### config.mk
export PLATFORM = sky130hd
export DESIGN_NAME = spi_mode_detect_fe
export DESIGN_NICKNAME = d
export VERILOG_FILES = /design/src/rtl/spi_ad_pkg.sv /design/src/rtl/spi_ad_rst_sync.sv /design/src/rtl/spi_ad_sync.sv /design/src/rtl/spi_ad_mode.sv /design/src/rtl/spi_ad_shift.sv /design/src/rtl/spi_mode_detect_fe.sv
export SDC_FILE = /design/constraint.sdc
export NUM_CORES = 1
export LEC_CHECK = 0
export ABC_AREA = 1
export BUFFER_PORTS_ARGS = -buffer_cell sky130_fd_sc_hd__buf_2
export CORE_MARGIN = 2
export CORE_UTILIZATION = 45
export CTS_CLUSTER_SIZE = 12
export DETAILED_ROUTE_END_ITERATION = 6
export PLACE_DENSITY = 0.65
export REMOVE_ABC_BUFFERS = 1
export SLEW_MARGIN = 20
export SYNTH_ARGS = -nofsm -noshare
export SYNTH_HDL_FRONTEND = slang
export SYNTH_SLANG_ARGS = --single-unit
### constraint.sdc
create_clock -name clk -period 2.5 [get_ports clk]
set_clock_uncertainty 0.05 [all_clocks]
set_input_delay 0.5 -clock clk [delete_from_list [all_inputs] [get_ports clk]]
set_output_delay 0.5 -clock clk [all_outputs]
set_load 0.02 [all_outputs]
### src/rtl/spi_ad_pkg.sv
package spi_ad_pkg;
  typedef enum logic {
    MODE_0 = 1'b0,
    MODE_3 = 1'b1
  } spi_mode_e;
endpackage

### src/rtl/spi_ad_rst_sync.sv
module spi_ad_rst_sync #(
  parameter int STAGES = 2
) (
  input  logic clk,
  input  logic rst_n_in,
  output logic rst_n_out
);
  logic [STAGES-1:0] chain_q;
  logic [STAGES-1:0] chain_d;

  always_comb begin
    chain_d = {chain_q[STAGES-2:0], 1'b1};
  end

  always_ff @(posedge clk or negedge rst_n_in) begin
    if (!rst_n_in) chain_q <= '0;
    else           chain_q <= chain_d;
  end

  assign rst_n_out = chain_q[STAGES-1];
endmodule

### src/rtl/spi_ad_sync.sv
module spi_ad_sync #(
  parameter int               WIDTH   = 1,
  parameter int               STAGES  = 2,
  parameter logic [WIDTH-1:0] RST_VAL = '0
) (
  input  logic             clk,
  input  logic             rst_n,
  input  logic [WIDTH-1:0] d,
  output logic [WIDTH-1:0] q
);
  logic [WIDTH-1:0] st_q [STAGES];
  logic [WIDTH-1:0] st_d [STAGES];

  for (genvar s = 0; s < STAGES; s++) begin : g_stage
    if (s == 0) begin : g_first
      always_comb st_d[s] = d;
    end else begin : g_rest
      always_comb st_d[s] = st_q[s-1];
    end
    always_ff @(posedge clk or negedge rst_n) begin
      if (!rst_n) st_q[s] <= RST_VAL;
      else        st_q[s] <= st_d[s];
    end
  end

  assign q = st_q[STAGES-1];
endmodule

### src/rtl/spi_ad_mode.sv
module spi_ad_mode
  import spi_ad_pkg::*;
(
  input  logic      clk,
  input  logic      rst_n,
  input  logic      cs_n_s,
  input  logic      sck_s,
  output logic      cs_fall,
  output logic      sel,
  output spi_mode_e mode
);
  logic      cs_q, cs_d;
  logic      sel_d;
  logic      mode_en;
  spi_mode_e mode_d;

  always_comb begin
    cs_fall = cs_q & ~cs_n_s;
    cs_d    = cs_n_s;
    mode_en = cs_fall;
    mode_d  = sck_s ? MODE_3 : MODE_0;
    sel_d   = sel;
    if (cs_fall)     sel_d = 1'b1;
    else if (cs_n_s) sel_d = 1'b0;
  end

  // Edge register resets low: select must be seen high before a fall counts.
  always_ff @(posedge clk or negedge rst_n) begin
    if (!rst_n) begin
      cs_q <= 1'b0;
      sel  <= 1'b0;
      mode <= MODE_3;
    end else begin
      cs_q <= cs_d;
      sel  <= sel_d;
      if (mode_en) mode <= mode_d;
    end
  end

  a_r2_latch_idle_level: assert property (@(posedge clk) disable iff (!rst_n)
    cs_fall |=> (mode == ($past(sck_s) ? MODE_3 : MODE_0)));
  a_r3_mode_held: assert property (@(posedge clk) disable iff (!rst_n)
    !cs_fall |=> $stable(mode));
  a_r4_select_needs_edge: assert property (@(posedge clk) disable iff (!rst_n)
    $rose(sel) |-> $past(cs_fall));
  a_r8_release_deselects: assert property (@(posedge clk) disable iff (!rst_n)
    cs_n_s |=> !sel);
endmodule

### src/rtl/spi_ad_shift.sv
module spi_ad_shift
  import spi_ad_pkg::*;
#(
  parameter int DATA_W = 8
) (
  input  logic              clk,
  input  logic              rst_n,
  input  logic              sel,
  input  spi_mode_e         mode,
  input  logic              sck_s,
  input  logic              si_s,
  input  logic [DATA_W-1:0] tx_byte,
  input  logic              tx_load,
  output logic [DATA_W-1:0] rx_byte,
  output logic              rx_valid,
  output logic              so,
  output logic              so_oe
);
  localparam int CNT_W = (DATA_W > 2) ? $clog2(DATA_W) : 1;
  localparam logic [CNT_W-1:0] LAST = CNT_W'(DATA_W - 1);

  logic              sck_q;
  logic              sck_rise, sck_fall;
  logic              seen_rise_q, seen_rise_d;
  logic              shift_en;
  logic [DATA_W-1:0] in_sr_q, in_sr_d;
  logic [CNT_W-1:0]  in_cnt_q, in_cnt_d;
  logic [DATA_W-1:0] rx_byte_d;
  logic              rx_valid_d;
  logic [DATA_W-1:0] out_sr_q, out_sr_d;
  logic [CNT_W-1:0]  out_cnt_q, out_cnt_d;
  logic              have_q, have_d;

  always_comb begin
    sck_rise = ~sck_q & sck_s;
    sck_fall = sck_q & ~sck_s;
    shift_en = sel & sck_fall & ((mode == MODE_0) | seen_rise_q);

    seen_rise_d = seen_rise_q;
    if (!sel)          seen_rise_d = 1'b0;
    else if (sck_rise) seen_rise_d = 1'b1;

    in_sr_d    = in_sr_q;
    in_cnt_d   = in_cnt_q;
    rx_byte_d  = rx_byte;
    rx_valid_d = 1'b0;
    if (!sel) begin
      in_cnt_d = '0;
    end else if (sck_rise) begin
      in_sr_d  = {in_sr_q[DATA_W-2:0], si_s};
      in_cnt_d = (in_cnt_q == LAST) ? '0 : in_cnt_q + 1'b1;
      if (in_cnt_q == LAST) begin
        rx_byte_d  = {in_sr_q[DATA_W-2:0], si_s};
        rx_valid_d = 1'b1;
      end
    end

    out_sr_d  = out_sr_q;
    out_cnt_d = out_cnt_q;
    have_d    = have_q;
    if (!sel) begin
      have_d    = 1'b0;
      out_cnt_d = '0;
    end else if (tx_load) begin
      out_sr_d  = tx_byte;
      out_cnt_d = '0;
      have_d    = 1'b1;
    end else if (shift_en && have_q) begin
      out_sr_d  = {out_sr_q[DATA_W-2:0], 1'b0};
      out_cnt_d = out_cnt_q + 1'b1;
      if (out_cnt_q == LAST) have_d = 1'b0;
    end
  end

  always_ff @(posedge clk or negedge rst_n) begin
    if (!rst_n) begin
      sck_q       <= 1'b1;
      seen_rise_q <= 1'b0;
      in_sr_q     <= '0;
      in_cnt_q    <= '0;
      rx_byte     <= '0;
      rx_valid    <= 1'b0;
      out_sr_q    <= '0;
      out_cnt_q   <= '0;
      have_q      <= 1'b0;
    end else begin
      sck_q       <= sck_s;
      seen_rise_q <= seen_rise_d;
      in_sr_q     <= in_sr_d;
      in_cnt_q    <= in_cnt_d;
      rx_byte     <= rx_byte_d;
      rx_valid    <= rx_valid_d;
      out_sr_q    <= out_sr_d;
      out_cnt_q   <= out_cnt_d;
      have_q      <= have_d;
    end
  end

  assign so_oe = have_q & sel;
  assign so    = so_oe & out_sr_q[DATA_W-1];

  a_r5_single_strobe: assert property (@(posedge clk) disable iff (!rst_n)
    rx_valid |=> !rx_valid);
  a_r8_count_cleared: assert property (@(posedge clk) disable iff (!rst_n)
    !sel |=> (in_cnt_q == '0));
  a_r6_hold_while_high: assert property (@(posedge clk) disable iff (!rst_n)
    (sel && sck_q && sck_s && !tx_load) |=> ($stable(out_sr_q) && $stable(have_q)));
  a_r7_oe_off_unselected: assert property (@(posedge clk) disable iff (!rst_n)
    !sel |-> !so_oe);
endmodule

### src/rtl/spi_mode_detect_fe.sv
module spi_mode_detect_fe
  import spi_ad_pkg::*;
#(
  parameter int DATA_W      = 8,
  parameter int SYNC_STAGES = 2
) (
  input  logic              clk,
  input  logic              rst_n,
  input  logic              sck,
  input  logic              cs_n,
  input  logic              si,
  output logic              so,
  output logic              so_oe,
  output logic [DATA_W-1:0] rx_byte,
  output logic              rx_valid,
  input  logic [DATA_W-1:0] tx_byte,
  input  logic              tx_load,
  output logic              sel,
  output logic              mode3
);
  logic      rst_n_s;
  logic      sck_s, cs_n_s, si_s;
  logic      cs_fall;
  spi_mode_e mode;

  spi_ad_rst_sync #(.STAGES(SYNC_STAGES)) u_rst (
    .clk(clk), .rst_n_in(rst_n), .rst_n_out(rst_n_s));

  spi_ad_sync #(.WIDTH(1), .STAGES(SYNC_STAGES), .RST_VAL(1'b1)) u_sync_sck (
    .clk(clk), .rst_n(rst_n_s), .d(sck), .q(sck_s));
  spi_ad_sync #(.WIDTH(1), .STAGES(SYNC_STAGES), .RST_VAL(1'b0)) u_sync_cs (
    .clk(clk), .rst_n(rst_n_s), .d(cs_n), .q(cs_n_s));
  spi_ad_sync #(.WIDTH(1), .STAGES(SYNC_STAGES), .RST_VAL(1'b0)) u_sync_si (
    .clk(clk), .rst_n(rst_n_s), .d(si), .q(si_s));

  spi_ad_mode u_mode (
    .clk(clk), .rst_n(rst_n_s), .cs_n_s(cs_n_s), .sck_s(sck_s),
    .cs_fall(cs_fall), .sel(sel), .mode(mode));

  spi_ad_shift #(.DATA_W(DATA_W)) u_shift (
    .clk(clk), .rst_n(rst_n_s), .sel(sel), .mode(mode),
    .sck_s(sck_s), .si_s(si_s), .tx_byte(tx_byte), .tx_load(tx_load),
    .rx_byte(rx_byte), .rx_valid(rx_valid), .so(so), .so_oe(so_oe));

  assign mode3 = (mode == MODE_3);

  a_r7_so_quiet: assert property (@(posedge clk) disable iff (!rst_n_s)
    !so_oe |-> !so);
  a_r1_reset_mode: assert property (@(posedge clk)
    !rst_n_s |=> mode3);
endmodule

# [Word-level counts from Yosys, hierarchy flattened]
# Cells that the tools add are included.
[classes] n_addsub=2 n_mul=0 div=0 n_lt_le_gt_ge=0 n_eq_ne=5 shift=0 n_mux=20 bitwise_logic=12 reduce_logical=7
[op_table] operator="two-way mux 3 bit" n=6
[op_table] operator="two-way mux 8 bit" n=2
[op_table] operator="two-way mux 1 bit" n=12
[op_table] operator="bitwise AND 1 bit" n=7
[op_table] operator="adder 3 x 1 -> 3 bit, second input constant" n=2
[op_table] operator="equality test 3 bit, second input constant" n=2
[op_table] operator="!= test 3 x 2 -> 1 bit, second input constant" n=2
[op_table] operator="AND reduction 2 bit" n=3
[op_table] operator="NOT 1 bit" n=4
[op_table] operator="nonzero test 2 bit" n=2
[op_table] operator="AND reduction 3 bit" n=1
[op_table] operator="!= test 2 x 1 -> 1 bit, second input constant" n=1
[op_table] operator="logical AND 1 bit" n=1
[op_table] operator="bitwise OR 1 bit" n=1
[totals] reg_bits=44 latch_bits=0 mem_bits_rw=0 mem_bits_ro=0 in_bits=14 output_inout_bits=13 wordCells=65 n_memories=0

# [Logic depth before layout (Yosys ltp)]
# Gate-level depths: netlist (run 1).
[depth] ltp_word=8 ltp_mapped=7

# [Hierarchy]
# From an unflattened synthesis (run 1), not the netlist that was laid out.
[hier_totals] cells_unflattened=192 hier_area_um2=1840.5
[modules_own_cells] module="spi_ad_shift" n_inst=1 cells_each=172 area_per_inst_um2=1524.0 seq_area_each_um2=827.0
[modules_own_cells] module="spi_ad_mode" n_inst=1 cells_each=11 area_per_inst_um2=110.1 seq_area_each_um2=76.3
[modules_own_cells] module="spi_ad_sync (u_sync_cs ...)" n_inst=2 cells_each=2 area_per_inst_um2=50.0 seq_area_each_um2=50.0
[modules_own_cells] module="spi_ad_rst_sync" n_inst=1 cells_each=3 area_per_inst_um2=53.8 seq_area_each_um2=50.0
[modules_own_cells] module="spi_ad_sync (u_sync_sck)" n_inst=1 cells_each=2 area_per_inst_um2=52.6 seq_area_each_um2=52.6

# [Worst setup path before layout (run 1)]
# OpenSTA, ideal clock, no wires.
[synth_timing] path_type="reg-to-output" start="register u_mode.sel" end="output port so" arrival_time_ps=993 slack_ps=957 stages_incl_launch_ff=4 n_path_buf=1 cell_sequence="dfrtp_1 > buf_4 > nand2_4 > nor2_1"
[synth_via] elab_chain_len=2
[synth_lines] element="from (decl)" line_no="spi_ad_mode.sv:9" text="output logic sel,"
[synth_lines] element="from (signal assigned)" line_no="spi_ad_mode.sv:35" text="sel <= sel_d;"
[synth_lines] element="bitwise AND 1 bit" line_no="spi_ad_shift.sv:99" text="assign so_oe = have_q & sel;"
[synth_lines] element="bitwise AND 1 bit" line_no="spi_ad_shift.sv:100" text="assign so = so_oe & out_sr_q[DATA_W-1];"
[synth_lines] element="to (decl)" line_no="spi_mode_detect_fe.sv:12" text="output logic so,"
# Every way passes these cells.

# [Worst setup path in the final report (run 1)]
[layout_timing] start="register u_mode.sel" end="output port so_oe"
[layout_via] elab_chain_len=1
[layout_lines] element="bitwise AND 1 bit" line_no="spi_ad_shift.sv:99"
[layout_lines] element="to (decl)" line_no="spi_mode_detect_fe.sv:13" text="output logic so_oe,"
# Every way passes these cells.

==> impl_metrics.toml, run 1 <==
[sta]
fin_tns_setup_ns = 0
rsz0062_at_grt = "false"
slew_headroom_pct = 45.14
max_freq_mhz = 549.6
hold_violations = 0
fin_ws_ns = 0.6804
min_period_ns = 1.820
tightest_slew_ns = 0.8229
drv_slew = 0
finalHoldWorstSlack_ns = 0.2498
setup_viol = 0
finalCritPeriodShare_pct = 72.78

[logic_synthesis]
syn_area_per_cell_um2 = 9.658
synth_top_area_share_pct = 53.98
ys_ff_latch = 44
synth_area_leader_cell = "dfrtp_1"
yosys_warnings = 0
yosys.cell_types.count = 24
syn_area_um2 = 1854
synthCells = 192
ys_seq_area_share_pct = 59.65
synthTopCellsByArea = "dfrtp_1 (54%), nand2_1 (11%), dfstp_2 (5.7%)"

[final_layout]
multiInputGateArea_um2 = 610.6
drive_gt1_share_pct = 25.68
nFillCells = 382
regArea_um2 = 1106
antenna_cells = 0
finalNetCount = 239
syn2layout_area_growth_pct = 14.17
design_area_um2 = 2117

[global_route]
grt_use_total_pct = 14.62
antenna_found_initial = 0
grt_max_degree = 24
gr-total-overflow = 0
grt_pass1_vias = 1103
grt_pass1_wl_um = 4954

[critical_path]
crit_slowest_cell = "dfrtp_1"
crit_path_max_fanout = 11
critPathRequiredTime_ns = 1.95
crit_chain = "nand2_4 > inv_2 > buf_2"
critPathLaunchType = "flip-flop"
max_stage_delay_ns = 0.61
cpLargestDelayFamily = "flip-flops"
arrival_ns = 1.27
critical_path_class = "flip-flop to primary output"
cp.buffers_inverters = 2
end_kind = "primary output"

[placed_design]
numPortBuffers = 26
placed_area_um2 = 2019
place_congestion = 0.7248
dp_slack_ns = 0.9985
place_hpwl_um = 2039

[clocking]
cts.repair.resized = 0
cts_root_buf = "clkbuf_8"
cts_inserted_buffers = 5
cts_tree = "built"
cts_buffer_depth = 2
postCtsSetupBuffers = 0
hold_buffers = 1
clk_latency_ns = 0.30
htreeDepth = 2
clkTransAtPathRegs_ns = 0.08
cts_sinks = 44

[flow_run]
cap_violations = 0

[power_and_ir_drop]
total_power_w = 0.001410
ir_drop_v = 0.0005228
p_leak_nw = 1.138
power_density_nw_per_um2 = 665.8

[routing]
drc = 0
wire_per_inst_um = 10.65
routed_via_density = 4.540
vias = 1235
wirelength_um = 2897
drt_iter0_markers = 88
drt_pass1_iterations = 4
ant_nets = 0

[status]
status = "finished clean"

[floorplanning]
die_h_um = 68.19
io_pins = 27
design.core.area_um2 = 3971
die_w_um = 68.19
initial_utilization_pct = 46.69
dieArea_um2 = 4650
placementRows = 23

[hold_path]
hold_path_class = "input pin to flip-flop"
## power by group
| part | total [W] | switching [W] | internal (W) | leakage [nW] |
|---|---|---|---|---|
| combinational | 0.000153 | 0.0000935 | 0.0000592 | 0.525 |
| sequential | 0.000822 | 0.0000431 | 0.000779 | 0.565 |
| clock | 0.000434 | 0.000240 | 0.000195 | 0.0479 |
## through the flow
step                      utilization, %  instances
after floorplan                        -        186
after global placement             50.85        263
after detailed placement           50.85        263
after CTS                          53.31        272
after global routing               53.31        272
final                              53.31        272
## cell type report
class                   instances  share of cell area [%]
clock buffers                   5                   3.251
clock inverters                 3                  0.8865
inverters                      24                   4.255
multi-input cells             118                   28.84
flip-flops and latches         44                   52.25
well taps                      50                   2.955
repair buffers                 28                   7.565
## per-layer routing
metal  vias to the layer above  track usage, %  share of wire [%]
met5                         -               0                  0
met4                         0           7.500                2.2
met2                        20           19.05                 44
met3                         9           4.441                4.2
met1                       548           21.57                 50
li1                        658               -                  -
## Yosys cell counts
cell type,instances
or2_2,1
nand3_2,1
nor3_1,1
nand3_4,1
o21ai_2,7
nand2_4,1
buf_2,2
nand2_2,3
inv_1,21
conb_1,1
dfstp_2,4
o21ai_0,8
nor3b_1,2
buf_4,2
inv_2,3
nor2_4,1
dfrtp_1,40
nand2_1,54
ha_1,4
nand3_1,17
a21oi_1,3
nor2_1,6
o21ai_1,7
buf_6,2
## kinds of logic (layout without fill, tap and decap cells)
kind of cell / Yosys count / in the layout / synth area share (%)
AOI/OAI and AO/OA: 25 / 25 / 8.164
adders and majority gates: 4 / 4 / 2.699
buffers and inverters: 30 / 60 / 7.422
DFF: 44 / 44 / 59.65
other: 1 / 1 / 0.2022
and+or+nand+nor: 88 / 88 / 21.86
## state kept, by name (all words and copies together), names as in the netlist, 2 cells and up
signal and cells:
u_shift.out_sr_q 8, u_shift.rx_byte 8, u_shift.in_sr_q 7, u_shift.in_cnt_q 3
u_shift.out_cnt_q 3, u_rst.chain_q 2
## cells in the final DEF, fill, tap and decap left out, types with 5 or more instances in the layout
cell	Yosys	final
o21ai_1	7	7
clkbuf_8	0	5
dfrtp_1	40	40
inv_1	21	21
nand3_1	17	17
o21ai_0	8	8
nand2_1	54	54
o21ai_2	7	7
buf_2	2	26
nor2_1	6	6
## final timing paths
kind                                   from                 end  slack [ns]  cells past startpoint
min reg2reg                u_rst.chain_q[1]  u_shift.in_sr_q[4]        0.28                      0
max in group asynchronous  u_rst.chain_q[1]       u_shift.sck_q        1.43                      1
max reg2reg                    u_sync_sck.q  u_shift.rx_byte[4]        1.04                      5
min in group asynchronous  u_rst.chain_q[1]  u_shift.in_sr_q[4]        0.28                      0
max                              u_mode.sel               so_oe        0.68                      3
min                                     sck  u_sync_sck.st_d[0]        0.25                      1
No activity file was read; power rests on OpenSTA's default activity.
==> inputs of run 2 (changes only) <==
Clock period 2.5 ns to 1.75 ns, I/O delays scaled along.
==> impl_metrics.toml, run 2 (same netlist as run 1, synthesis figures left out) <==
[status]
status = "finished clean"

[routing]
drt_iter0_markers = 54
vias = 1280
drc = 0
routed_via_density = 4.672
wirelength_um = 2914
wire_per_inst_um = 10.64
drt_pass1_iterations = 4
ant_nets = 0

[placed_design]
post-place-cells = 265
numPortBuffers = 26
place_hpwl_um = 2070
place_congestion = 0.6902
dp_slack_ns = 0.2774

[clocking]
clk_latency_ns = 0.28
cts_buffer_depth = 2
htreeDepth = 2
cts_sinks = 44
cts.repair.resized = 0
clkTransAtPathRegs_ns = 0.08
cts_tree = "built"
postCtsSetupBuffers = 0
cts_root_buf = "clkbuf_8"
cts_inserted_buffers = 5

[sta]
min_period_ns = 1.557
finalCritPeriodShare_pct = 88.98
drv_slew = 0
fin_tns_setup_ns = 0
rsz0062_at_grt = "false"
hold_violations = 0
max_freq_mhz = 642.2
fin_ws_ns = 0.1929
setup_viol = 0

[final_layout]
final_common_cell = "nand2_1"
nFillCells = 374
drive_gt1_share_pct = 25.89
syn2layout_area_growth_pct = 15.65
finalNetCount = 241
fin_util_pct = 54.00
final_cell_mix = "nand2_1 (54), dfrtp_1 (40), buf_2 (26), inv_1 (21), nand3_1 (17)"
reg.largest.list = "u_shift.out_sr_q (8), u_shift.rx_byte (8), u_shift.in_sr_q (7)"
layout.cells.non_filler = 274
antenna_cells = 0
multiInputGateArea_um2 = 610.6
regArea_um2 = 1106

[critical_path]
arrival_ns = 1.16
end_kind = "primary output"
critPathRequiredTime_ns = 1.35
critPathLaunchType = "flip-flop"
crit_chain = "buf_4 > buf_2"
crit_path_max_fanout = 7
crit_slowest_cell = "dfrtp_1"
max_stage_delay_ns = 0.50
critical_path_class = "flip-flop to primary output"

[floorplanning]
initial_utilization_pct = 46.69
die_w_um = 68.19
die_h_um = 68.19
placementRows = 23
dieArea_um2 = 4650
design.core.area_um2 = 3971
io_pins = 27

[global_route]
antenna_found_initial = 0
grt_use_total_pct = 14.81
grt_max_degree = 25
grt_pass1_vias = 1171
gr-total-overflow = 0
grt_pass1_wl_um = 5078

[power_and_ir_drop]
power_density_nw_per_um2 = 968.2
total_power_w = 0.002076
ir_drop_v = 0.0007329
p_leak_nw = 1.151

[hold_path]
hold_path_class = "flip-flop to async pin"

[flow_run]
cap_violations = 0
==> run 2: changes by cell type in the layout (fill, tap and decap cells not counted) <==
cell	previous run	this run
clkbuf_8	5	7
clkbuf_1	0	1
clkinv_4	1	0
clkinv_2	2	0
buf_4	0	2
==> run 2: worst paths after layout <==
path,end,slack (ns),from,cells after the start
max,sel,0.19,u_mode.sel,2
min,u_sync_cs.st_d[0],0.11,u_rst.chain_q[1],0
max reg2reg,u_shift.rx_byte[3],0.27,u_sync_sck.q,5
min reg2reg,u_sync_cs.st_d[0],0.11,u_rst.chain_q[1],0
max in group asynchronous,u_sync_sck.q,1.01,u_rst.chain_q[1],1
min in group clk,u_sync_sck.st_d[0],0.11,sck,1
==> run 2: critical path: cells and delay by family (launching register included) <==
family / cells / cell delay (ns)
flops: 1 / 0.50
buf+inv: 2 / 0.37
==> run 2: cell type report <==
class	count	area share (%)
inverters	24	4.201
well taps	50	2.917
repair buffers	30	8.168
multi-input cells	118	28.47
flip-flops and latches	44	51.58
clock buffers	8	4.667
==> run 2: through the flow <==
stage,hold WS (ns),cell area [um2]
finish,0.1087,2145
global route,0.09276,2145
CTS,0.09814,2145
detailed placement,0.08573,2034
global placement,0.08634,2034
floorplan,0.004409,1807
==> run 2: metal layers <==
layer | GRT usage [%] | up-vias | part of all wire, %
met5 | 0 | - | 0
met2 | 21.12 | 25 | 45
li1 | - | 663 | -
met3 | 3.454 | 5 | 4.0
met1 | 21.54 | 587 | 50
met4 | 6.500 | 0 | 1.2
==> run 2: power by group <==
part / leakage [nW] / switching [W] / total (W) / internal [W]
logic: 0.534 / 0.000143 / 0.000232 / 0.0000881
registers: 0.565 / 0.0000538 / 0.00117 / 0.00111
clock network: 0.0515 / 0.000317 / 0.000678 / 0.000360
==> run 2: repair_timing <==
action / CTS / global route
endpoints found under the setup margin: 0 / 0
hold buffers: 1 / 0
endpoints found under the hold margin: 2 / 0
